File: src/rtl/amp_seq_pkg.sv
package amp_seq_pkg;

    typedef enum logic [1:0] {
        ST_STANDBY = 2'd0,
        ST_REARM   = 2'd1,
        ST_ACTIVE  = 2'd2
    } seq_state_t;

    localparam int NSRC   = 4;
    localparam int SRC_SB = 0;
    localparam int SRC_UV = 1;
    localparam int SRC_OC = 2;
    localparam int SRC_OT = 3;

endpackage

File: src/rtl/amp_tick_gen.sv
module amp_tick_gen #(
    parameter int DW = 8
) (
    input  logic          clk,
    input  logic          rst_n,
    input  logic [DW-1:0] div,
    output logic          tick
);
    logic [DW-1:0] cnt;

    // One-cycle pulse every 'div' clocks; the count saturates safely if div shrinks.
    always_ff @(posedge clk) begin
        if (!rst_n) begin
            cnt  <= '0;
            tick <= 1'b0;
        end else if ({1'b0, cnt} + 1'b1 >= {1'b0, div}) begin
            cnt  <= '0;
            tick <= 1'b1;
        end else begin
            cnt  <= cnt + 1'b1;
            tick <= 1'b0;
        end
    end
endmodule

File: src/rtl/amp_fault_qual.sv
module amp_fault_qual #(
    parameter int CW = 20
) (
    input  logic          clk,
    input  logic          rst_n,
    input  logic          tick,
    input  logic          raw,
    input  logic [CW-1:0] lim,
    output logic          qual
);
    logic [CW-1:0] cnt;

    // Counts consecutive ticks with the cause present; any absent sample clears it.
    always_ff @(posedge clk) begin
        if (!rst_n) begin
            cnt  <= '0;
            qual <= 1'b0;
        end else if (tick) begin
            if (!raw) begin
                cnt  <= '0;
                qual <= 1'b0;
            end else if ({1'b0, cnt} + 1'b1 >= {1'b0, lim}) begin
                qual <= 1'b1;
            end else begin
                cnt  <= cnt + 1'b1;
            end
        end
    end
endmodule

File: src/rtl/amp_temp_hyst.sv
module amp_temp_hyst #(
    parameter int TW     = 8,
    parameter int HOT_C  = 85,
    parameter int COOL_C = 75
) (
    input  logic          clk,
    input  logic          rst_n,
    input  logic          tick,
    input  logic [TW-1:0] temp_code,
    output logic          hot
);
    localparam logic [TW-1:0] HOT_T  = TW'(HOT_C);
    localparam logic [TW-1:0] COOL_T = TW'(COOL_C);

    // Temperature is looked at once per tick; inside the band the flag holds.
    always_ff @(posedge clk) begin
        if (!rst_n) begin
            hot <= 1'b0;
        end else if (tick) begin
            if (temp_code >= HOT_T) begin
                hot <= 1'b1;
            end else if (temp_code < COOL_T) begin
                hot <= 1'b0;
            end
        end
    end
endmodule

File: src/rtl/amp_seq_fsm.sv
module amp_seq_fsm
    import amp_seq_pkg::*;
#(
    parameter int CW = 20
) (
    input  logic          clk,
    input  logic          rst_n,
    input  logic          tick,
    input  logic          raw_any,
    input  logic          any_q,
    input  logic [CW-1:0] rearm_lim,
    output logic          stage_en,
    output logic          status_a,
    output logic          status_b
);
    seq_state_t    state, state_nx;
    logic [CW-1:0] wait_cnt;
    logic          wait_done;

    assign wait_done = ({1'b0, wait_cnt} + 1'b1 >= {1'b0, rearm_lim});

    // State register
    always_ff @(posedge clk) begin
        if (!rst_n) begin
            state <= ST_STANDBY;
        end else begin
            state <= state_nx;
        end
    end

    // Settling counter: runs only in ST_REARM, restarts on any raw cause seen at a tick
    always_ff @(posedge clk) begin
        if (!rst_n) begin
            wait_cnt <= '0;
        end else if (state != ST_REARM || (tick && raw_any)) begin
            wait_cnt <= '0;
        end else if (tick && !wait_done) begin
            wait_cnt <= wait_cnt + 1'b1;
        end
    end

    // Next state
    always_comb begin
        state_nx = state;
        unique case (state)
            ST_STANDBY: begin
                if (tick && !raw_any) state_nx = ST_REARM;          // T_CLEAR
            end
            ST_REARM: begin
                if (any_q) state_nx = ST_STANDBY;                   // T_TRIP_R
                else if (tick && !raw_any && wait_done) state_nx = ST_ACTIVE; // T_ARMED
            end
            ST_ACTIVE: begin
                if (any_q) state_nx = ST_STANDBY;                   // T_TRIP_A
            end
            default: state_nx = ST_STANDBY;
        endcase
    end

    // Outputs
    always_comb begin
        unique case (state)
            ST_ACTIVE: begin
                stage_en = 1'b1;
                status_a = 1'b0;
                status_b = 1'b1;
            end
            ST_STANDBY, ST_REARM: begin
                stage_en = 1'b0;
                status_a = 1'b1;
                status_b = 1'b0;
            end
            default: begin
                stage_en = 1'b0;
                status_a = 1'b1;
                status_b = 1'b0;
            end
        endcase
    end
endmodule

File: src/rtl/amp_fault_sequencer.sv
module amp_fault_sequencer
    import amp_seq_pkg::*;
#(
    parameter int TICK_DIV       = 250,
    parameter int SHORT_TICK_DIV = 4,
    parameter int DLY_SB         = 10,
    parameter int DLY_UV         = 150,
    parameter int DLY_OC         = 1,
    parameter int DLY_OT         = 1000000,
    parameter int DLY_REARM      = 1000000,
    parameter int SDLY_SB        = 5,
    parameter int SDLY_UV        = 6,
    parameter int SDLY_OC        = 2,
    parameter int SDLY_OT        = 8,
    parameter int SDLY_REARM     = 12,
    parameter int TEMP_W         = 8,
    parameter int HOT_C          = 85,
    parameter int COOL_C         = 75
) (
    input  logic              clk,
    input  logic              rst_n,
    input  logic              short_cnt,
    input  logic              standby_n,
    input  logic              uv_n,
    input  logic              oc_n,
    input  logic [TEMP_W-1:0] temp_code,
    output logic              stage_en,
    output logic              status_a,
    output logic              status_b
);
    localparam int MAX_A = (DLY_SB > DLY_UV) ? DLY_SB : DLY_UV;
    localparam int MAX_B = (DLY_OC > DLY_OT) ? DLY_OC : DLY_OT;
    localparam int MAX_C = (MAX_A > MAX_B) ? MAX_A : MAX_B;
    localparam int MAX_D = (MAX_C > DLY_REARM) ? MAX_C : DLY_REARM;
    localparam int CW    = $clog2(MAX_D + 1);
    localparam int MAXDV = (TICK_DIV > SHORT_TICK_DIV) ? TICK_DIV : SHORT_TICK_DIV;
    localparam int DW    = $clog2(MAXDV + 1);

    logic            tick_w;
    logic            ot_hot_w;
    logic [DW-1:0]   div_sel;
    logic [CW-1:0]   rearm_sel;
    logic [NSRC-1:0] raw_v;
    logic [NSRC-1:0] fault_q_w;
    logic [CW-1:0]   lim_v [NSRC];

    assign div_sel   = short_cnt ? DW'(SHORT_TICK_DIV) : DW'(TICK_DIV);
    assign rearm_sel = short_cnt ? CW'(SDLY_REARM)     : CW'(DLY_REARM);

    assign lim_v[SRC_SB] = short_cnt ? CW'(SDLY_SB) : CW'(DLY_SB);
    assign lim_v[SRC_UV] = short_cnt ? CW'(SDLY_UV) : CW'(DLY_UV);
    assign lim_v[SRC_OC] = short_cnt ? CW'(SDLY_OC) : CW'(DLY_OC);
    assign lim_v[SRC_OT] = short_cnt ? CW'(SDLY_OT) : CW'(DLY_OT);

    assign raw_v[SRC_SB] = ~standby_n;
    assign raw_v[SRC_UV] = ~uv_n;
    assign raw_v[SRC_OC] = ~oc_n;
    assign raw_v[SRC_OT] = ot_hot_w;

    amp_tick_gen #(.DW(DW)) u_tick (
        .clk   (clk),
        .rst_n (rst_n),
        .div   (div_sel),
        .tick  (tick_w)
    );

    amp_temp_hyst #(.TW(TEMP_W), .HOT_C(HOT_C), .COOL_C(COOL_C)) u_temp (
        .clk       (clk),
        .rst_n     (rst_n),
        .tick      (tick_w),
        .temp_code (temp_code),
        .hot       (ot_hot_w)
    );

    for (genvar gi = 0; gi < NSRC; gi++) begin : g_qual
        amp_fault_qual #(.CW(CW)) u_qual (
            .clk   (clk),
            .rst_n (rst_n),
            .tick  (tick_w),
            .raw   (raw_v[gi]),
            .lim   (lim_v[gi]),
            .qual  (fault_q_w[gi])
        );
    end

    amp_seq_fsm #(.CW(CW)) u_fsm (
        .clk       (clk),
        .rst_n     (rst_n),
        .tick      (tick_w),
        .raw_any   (|raw_v),
        .any_q     (|fault_q_w),
        .rearm_lim (rearm_sel),
        .stage_en  (stage_en),
        .status_a  (status_a),
        .status_b  (status_b)
    );
endmodule

File: config.mk
export PLATFORM = sky130hd
export DESIGN_NAME = amp_fault_sequencer
export DESIGN_NICKNAME = d
export VERILOG_FILES = /design/src/rtl/amp_seq_pkg.sv /design/src/rtl/amp_tick_gen.sv /design/src/rtl/amp_fault_qual.sv /design/src/rtl/amp_temp_hyst.sv /design/src/rtl/amp_seq_fsm.sv /design/src/rtl/amp_fault_sequencer.sv
export SDC_FILE = /design/constraint.sdc
export NUM_CORES = 1
export LEC_CHECK = 0
export CAP_MARGIN = 20
export CELL_PAD_IN_SITES_DETAIL_PLACEMENT = 0
export CELL_PAD_IN_SITES_GLOBAL_PLACEMENT = 1
export CORE_ASPECT_RATIO = 0.75
export CORE_MARGIN = 4
export CORE_UTILIZATION = 44
export DETAILED_ROUTE_END_ITERATION = 10
export HOLD_SLACK_MARGIN = 0.12
export PLACE_DENSITY_LB_ADDON = 0.1
export SYNTH_ARGS = -nofsm -noshare
export SYNTH_HDL_FRONTEND = slang
export SYNTH_SLANG_ARGS = --single-unit
File: constraint.sdc
create_clock -name clk -period 3.53 [get_ports clk]
set_input_delay 0.706 -clock clk [delete_from_list [all_inputs] [get_ports clk]]
set_output_delay 0.706 -clock clk [all_outputs]
set_load 0.05 [all_outputs]
# ---- Word-level counts from Yosys, hierarchy flattened
# Index checks and enable logic that the tools add are counted.
# Widths: inputs -> output; s select.
dict set report word_totals {
  reg_bits 116
  output_inout_bits 3
}
dict set report op_classes {
  bitwise_logic 4
  n_eq_ne 11
  n_reduce_logical 26
  mux 32
  magnitude_cmp 8
  add_sub_neg 12
}
# op count
set ops {}
lappend ops {{$mux 20} 10}
lappend ops {{$add 20x1->21 const B} 5}
lappend ops {{$add 20x1->20 const B} 5}
lappend ops {{$ge 21x20->1} 2}
lappend ops {{$ge 21x2->1} 1}
lappend ops {{$ge 21x4->1} 1}
lappend ops {{$ge 21x8->1} 1}
lappend ops {{$reduce_and 2->1} 9}
lappend ops {{$mux 8} 2}
lappend ops {{$mux 1} 13}
lappend ops {{$mux 2} 5}
lappend ops {{$add 8x1->9 const B} 1}
lappend ops {{$ge 9x8->1} 1}
lappend ops {{$add 8x1->8 const B} 1}
lappend ops {{$ge 8x7->1 const B} 1}
lappend ops {{$lt 8x7->1 const B} 1}
lappend ops {{$ne 2x1->1 const B} 4}
lappend ops {{$ne 2x2->1 const B} 4}
lappend ops {{$reduce_bool 2->1} 4}
lappend ops {{$reduce_or 4->1} 2}
lappend ops {{$pmux 2 s3} 1}
lappend ops {{$logic_and 1x1->1} 4}
lappend ops {{$mux 4} 1}
lappend ops {{$not 1->1} 4}
lappend ops {{other kinds (8)} 10}

# ---- Depth between registers and ports, before layout
dict set report logic_depth {
  ltp_word 8
  mapped_depth 17
}

# ---- Cells and area by module
# From an unflattened synthesis, not the netlist that was laid out.
dict set report hier_totals {
  hier_cells 1319
  area_unflattened_um2 10631.4
}
# module seq_area_each_um2 instances cells_per_inst area_each_um2
set modules_own_cells {}
lappend modules_own_cells {amp_fault_qual 420.4 4 247 1974.4}
lappend modules_own_cells {amp_seq_fsm 440.4 1 247 1990.7}
lappend modules_own_cells {amp_tick_gen 180.2 1 62 605.6}
lappend modules_own_cells {amp_temp_hyst 20.0 1 14 98.8}
lappend modules_own_cells {amp_fault_sequencer 0.0 1 8 38.8}

# ---- Least setup slack after synthesis
# No wires, ideal clock.
dict set report synth_path {
  path_type {reg2reg}
  from {register g_qual[3].u_qual.cnt[0]}
  to {register g_qual[3].u_qual.cnt[12]}
  path_stages_with_launch 17
  period_less_slack_ps 3576
  slack_ps -46
  required_ps 3408
  t_arrival_ps 3454
  setup_ps 122
  path_cell_list {dfxtp_1 -> ha_1 -> and3_1 -> buf_4 -> nand3_1 -> nor2b_1 -> nand4_1 -> xnor2_1 -> ha_1 -> and3_1 -> a221oi_1 -> o41ai_1 -> a221oi_2 -> o21ai_0 -> or2_1 -> buf_2 -> a221o_1}
}
dict set report synth_between {
  elab_chain_len 4
}
# item line_no
set synth_lines {}
lappend synth_lines {{start: declaration} amp_fault_qual.sv:11} ;# logic [CW-1:0] cnt;
lappend synth_lines {{start signal: assignment} amp_fault_qual.sv:25} ;# cnt <= cnt + 1'b1;
lappend synth_lines {{$add 20x1->21} amp_fault_qual.sv:22} ;# end else if ({1'b0, cnt} + 1'b1 >= {1'b0, lim}) begin
lappend synth_lines {{$ge 21x20->1} amp_fault_qual.sv:22}
lappend synth_lines {{$ne 2x2->1 (no line)} --}
lappend synth_lines {{$reduce_and 2->1 (no line)} --}
# Parallel ways exist; a longest one is shown, timed or not. The select of a mux whose other input is x is not followed.
# A chain may end at the register's enable or synchronous reset.

# ---- Worst setup path in the final report
dict set report layout_path {
  from {register g_qual[3].u_qual.cnt[10]}
  to {register g_qual[3].u_qual.cnt[12]}
}
# Same word-level chain as after synthesis.

==> results.ini <==
[sta]
hold_ws_ns = 0.475
report.final.setup_viol = 0
timing.clock.skew_ns = 0.00918
final_critical_path_setup_slack_ns = 0.166
slew_headroom_pct = 48.0
hold_viol_final = 0
share_of_the_cycle_needed_by_the_critical_path_after_routing_pct = 95.3
maxSlewViolCount = 0
grt_setup_unrepaired = yes
timing_worst_slew_pin_value_ns = 0.776
fmaxAchievable_mhz = 297
period_needed_ns = 3.36

[clock_tree]
cts_hold_buf = 0
cts_max_level = 4
cts_inserted_buffers = 17
clock_tree.root_cell = clkbuf_16
clock_input_transition_at_the_sequential_cells_of_the_worst_setup_and_hold_paths_ns = 0.05
cts_tree = done
number_of_clock_sinks_seen_by_cts = 116
cts_max_path_buffers = 2
clock_insertion_delay_worst_skew_ns = 0.41

[yosys]
avgSynthCellArea_um2 = 8.53
synth.most_common_cell = dfxtp_1
synth_async_sr_flop_share_pct = 0
synth_area_mm2 = 0.00754
yosys-top-cells-area = dfxtp_1 (31%), ha_1 (6.6%), xnor2_1 (4.1%)
synth_enable_flop_cells = 0
synth.top_cell.area_share_pct = 30.8
number_of_instances_in_the_synthesized_netlist = 884
synth_flop_cell = dfxtp_1
synth.yosys.seq_area_share_pct = 30.8
synth_area_leader_cell = dfxtp_1
synth-seq-cells = 116
synth_common_cells = dfxtp_1 (116), nand2_1 (70), nand3_1 (48)
ys.warnings.count = 0
post_synth_num_cell_types = 89
postSynthNetCount = 938

[setup_path]
worst_r2r_startpoint = g_qual[3].u_qual.cnt[10]
rr_endpoint = g_qual[3].u_qual.cnt[12]
critPathArrivalTime_ns = 3.66
critPathRequiredTime_ns = 3.82
crit_path_end_kind = register
start_kind = register
r2r_setup_slack_ns = 0.17
cp_max_fo = 5
slowest_stage = dfxtp_1
path_class = register to register
crit_chain = and4_4 -> buf_4 -> nand4_2 -> nor2_2 -> xor2_2 -> ha_1 -> and3_4 -> a221oi_2 -> o41ai_2 -> a221oi_2 -> buf_4 -> o21ai_4 -> or2_4 -> a221o_1
reg2reg_depth = 14
largest_incremental_delay_on_the_critical_path_ns = 0.38

[grt]
grt_util_met3_pct = 3.57
globalRouteMet1Util_pct = 28.6
grtUsageMet2_pct = 30.5
grt_busiest_layer = met2
first_global_vias = 6588
grt_use_total_pct = 20.0
grt_max_degree = 31
grt_antenna_before_repair = 0
grt-ovfl-total = 0
grt_first_pass_wirelength_um = 32100

[hold_path]
hold_depth = 2
min_delay_worst_endpoint = g_qual[0].u_qual.cnt[12]
hold_path_class = register to register
min_from = g_qual[0].u_qual.cnt[12]

[drt]
detail_route.drc_violations = 0
drt_pass1_iterations = 6
vias_per_cell = 5.94
num_vias = 6971
wire_length_reported_by_the_detailed_router_um = 19400
initialDrtViolationCount = 432
drt.antenna.violating_nets = 0
route.detailed.wl_per_inst_um = 16.5

[floorplanning]
die_width_um = 159
num_rows = 41
num_io_pins = 17
chipHeight_um = 121
floorplan.die_area_mm2 = 0.0193
initial_core_util_pct = 44.8
placeableCoreArea_mm2 = 0.0168

[run]
max_cap_viol_count = 0

[place]
hpwl_um = 14000
dp_worst_setup_slack_ns = -0.0442
routabilityCongestion = 0.883
buffer_ports.inserted = 16

[layout]
drive_gt1_share_pct = 19.4
multi_input_comb_area_mm2 = 0.00503
fillers = 1547
area_taken_by_flip_flops_and_latches_mm2 = 0.00233
area_delta_synth_final_pct = 20.7
final_net_count = 1001
insertedDiodeCount = 0
post-route-util_pct = 54.1

[power]
power_density_mw_per_mm2 = 371
total_leakage_power_nw = 3.56
power.total_w = 0.00338
vdd_drop_max_mv = 0.210

[run_status]
run_status = finished clean

worst max-delay path, delay by kind of cell, from the launching register on:
kind	cells	cell delay (ns)
adders and majority gates	1	0.25
xor gates and xnor gates	1	0.18
DFF	1	0.38
buffers and inverters	2	0.31
AOI/OAI and AO/OA	5	0.98
and+or+nand+nor	5	1.13
per-layer routing:
layer	up-vias	part of all wire [%]
met5	-	0
met4	0	1.5
met3	29	4.8
met2	173	43
met1	3298	50
li1	3471	-
power breakdown:
group          leakage (nW)  switching (W)  total, W  internal (W)
combinational          2.32      0.0000825  0.000142     0.0000598
clock                 0.312       0.000614   0.00192       0.00130
sequential            0.937     0.00000488   0.00132       0.00131
layout by cell type, fill, tap and decap left out, types with 19 or more instances in the layout:
master / instances
dfxtp_1: 111
buf_4: 73
nand2_1: 69
nand3_1: 47
nor2_1: 43
ha_1: 38
xnor2_1: 33
nor3_1: 31
nand4_1: 28
a21oi_1: 28
inv_1: 21
o21ai_0: 20
xor2_1: 19
and2_1: 19
worst max path at each step:
stage | from | to | slack, ns
after global routing | u_fsm.wait_cnt[0] | u_fsm.wait_cnt[13] | -0.09
after floorplan | g_qual[3].u_qual.cnt[0] | g_qual[3].u_qual.cnt[12] | 0.01
after CTS | g_qual[3].u_qual.cnt[0] | g_qual[3].u_qual.cnt[4] | 0.008
final | g_qual[3].u_qual.cnt[10] | g_qual[3].u_qual.cnt[12] | 0.17
after global placement | short_cnt | g_qual[2].u_qual.cnt[1] | -0.1
after detailed placement | short_cnt | g_qual[3].u_qual.cnt[8] | -0.04
flip-flops by register name, indices dropped and copies added (netlist names):
| register | flops |
|---|---|
| g_qual.u_qual.cnt | 80 |
| u_fsm.wait_cnt | 20 |
| u_tick.cnt | 8 |
| g_qual.u_qual.qual | 4 |
| u_fsm.state | 2 |
| u_temp.hot | 1 |
| u_tick.tick | 1 |
cells by family (layout without fill, tap and decap cells):
logic type | count (synthesis) | count (layout) | synth area share [%]
buf+inv | 71 | 145 | 4.49
fa+ha+maj | 40 | 40 | 6.63
simple gates | 372 | 373 | 28.2
flops | 116 | 116 | 30.8
xor+xnor | 55 | 55 | 6.39
mux | 4 | 4 | 0.531
compound gates | 226 | 226 | 22.9
through the flow:
stage | instances | instance area [µm²] | TNS [ns]
5_1_grt | 1174 | 9110 | -0.558
3_5_place_dp | 1137 | 8260 | -0.674
3_3_place_gp | 1137 | 8260 | -1.43
4_1_cts | 1168 | 8930 | 0
2_1_floorplan | 884 | 7550 | 0
6_report | 1174 | 9110 | 0
layout make-up:
| cell class | count | area share (%) |
|---|---|---|
| Clock buffer | 22 | 5.21 |
| Clock inverter | 9 | 1.92 |
| Inverter | 23 | 0.948 |
| Multi-Input combinational cell | 698 | 55.3 |
| Sequential cell | 116 | 25.6 |
| Tap cell | 215 | 2.95 |
| Timing Repair Buffer | 91 | 8.12 |
what timing repair did:
action,4_1_cts,5_1_grt
cloned,0,1
setup buffers,0,5
resized for setup,3,35
endpoints found under the setup margin,9,39
pin swaps,0,12
No activity file was read; power rests on OpenSTA's default activity.
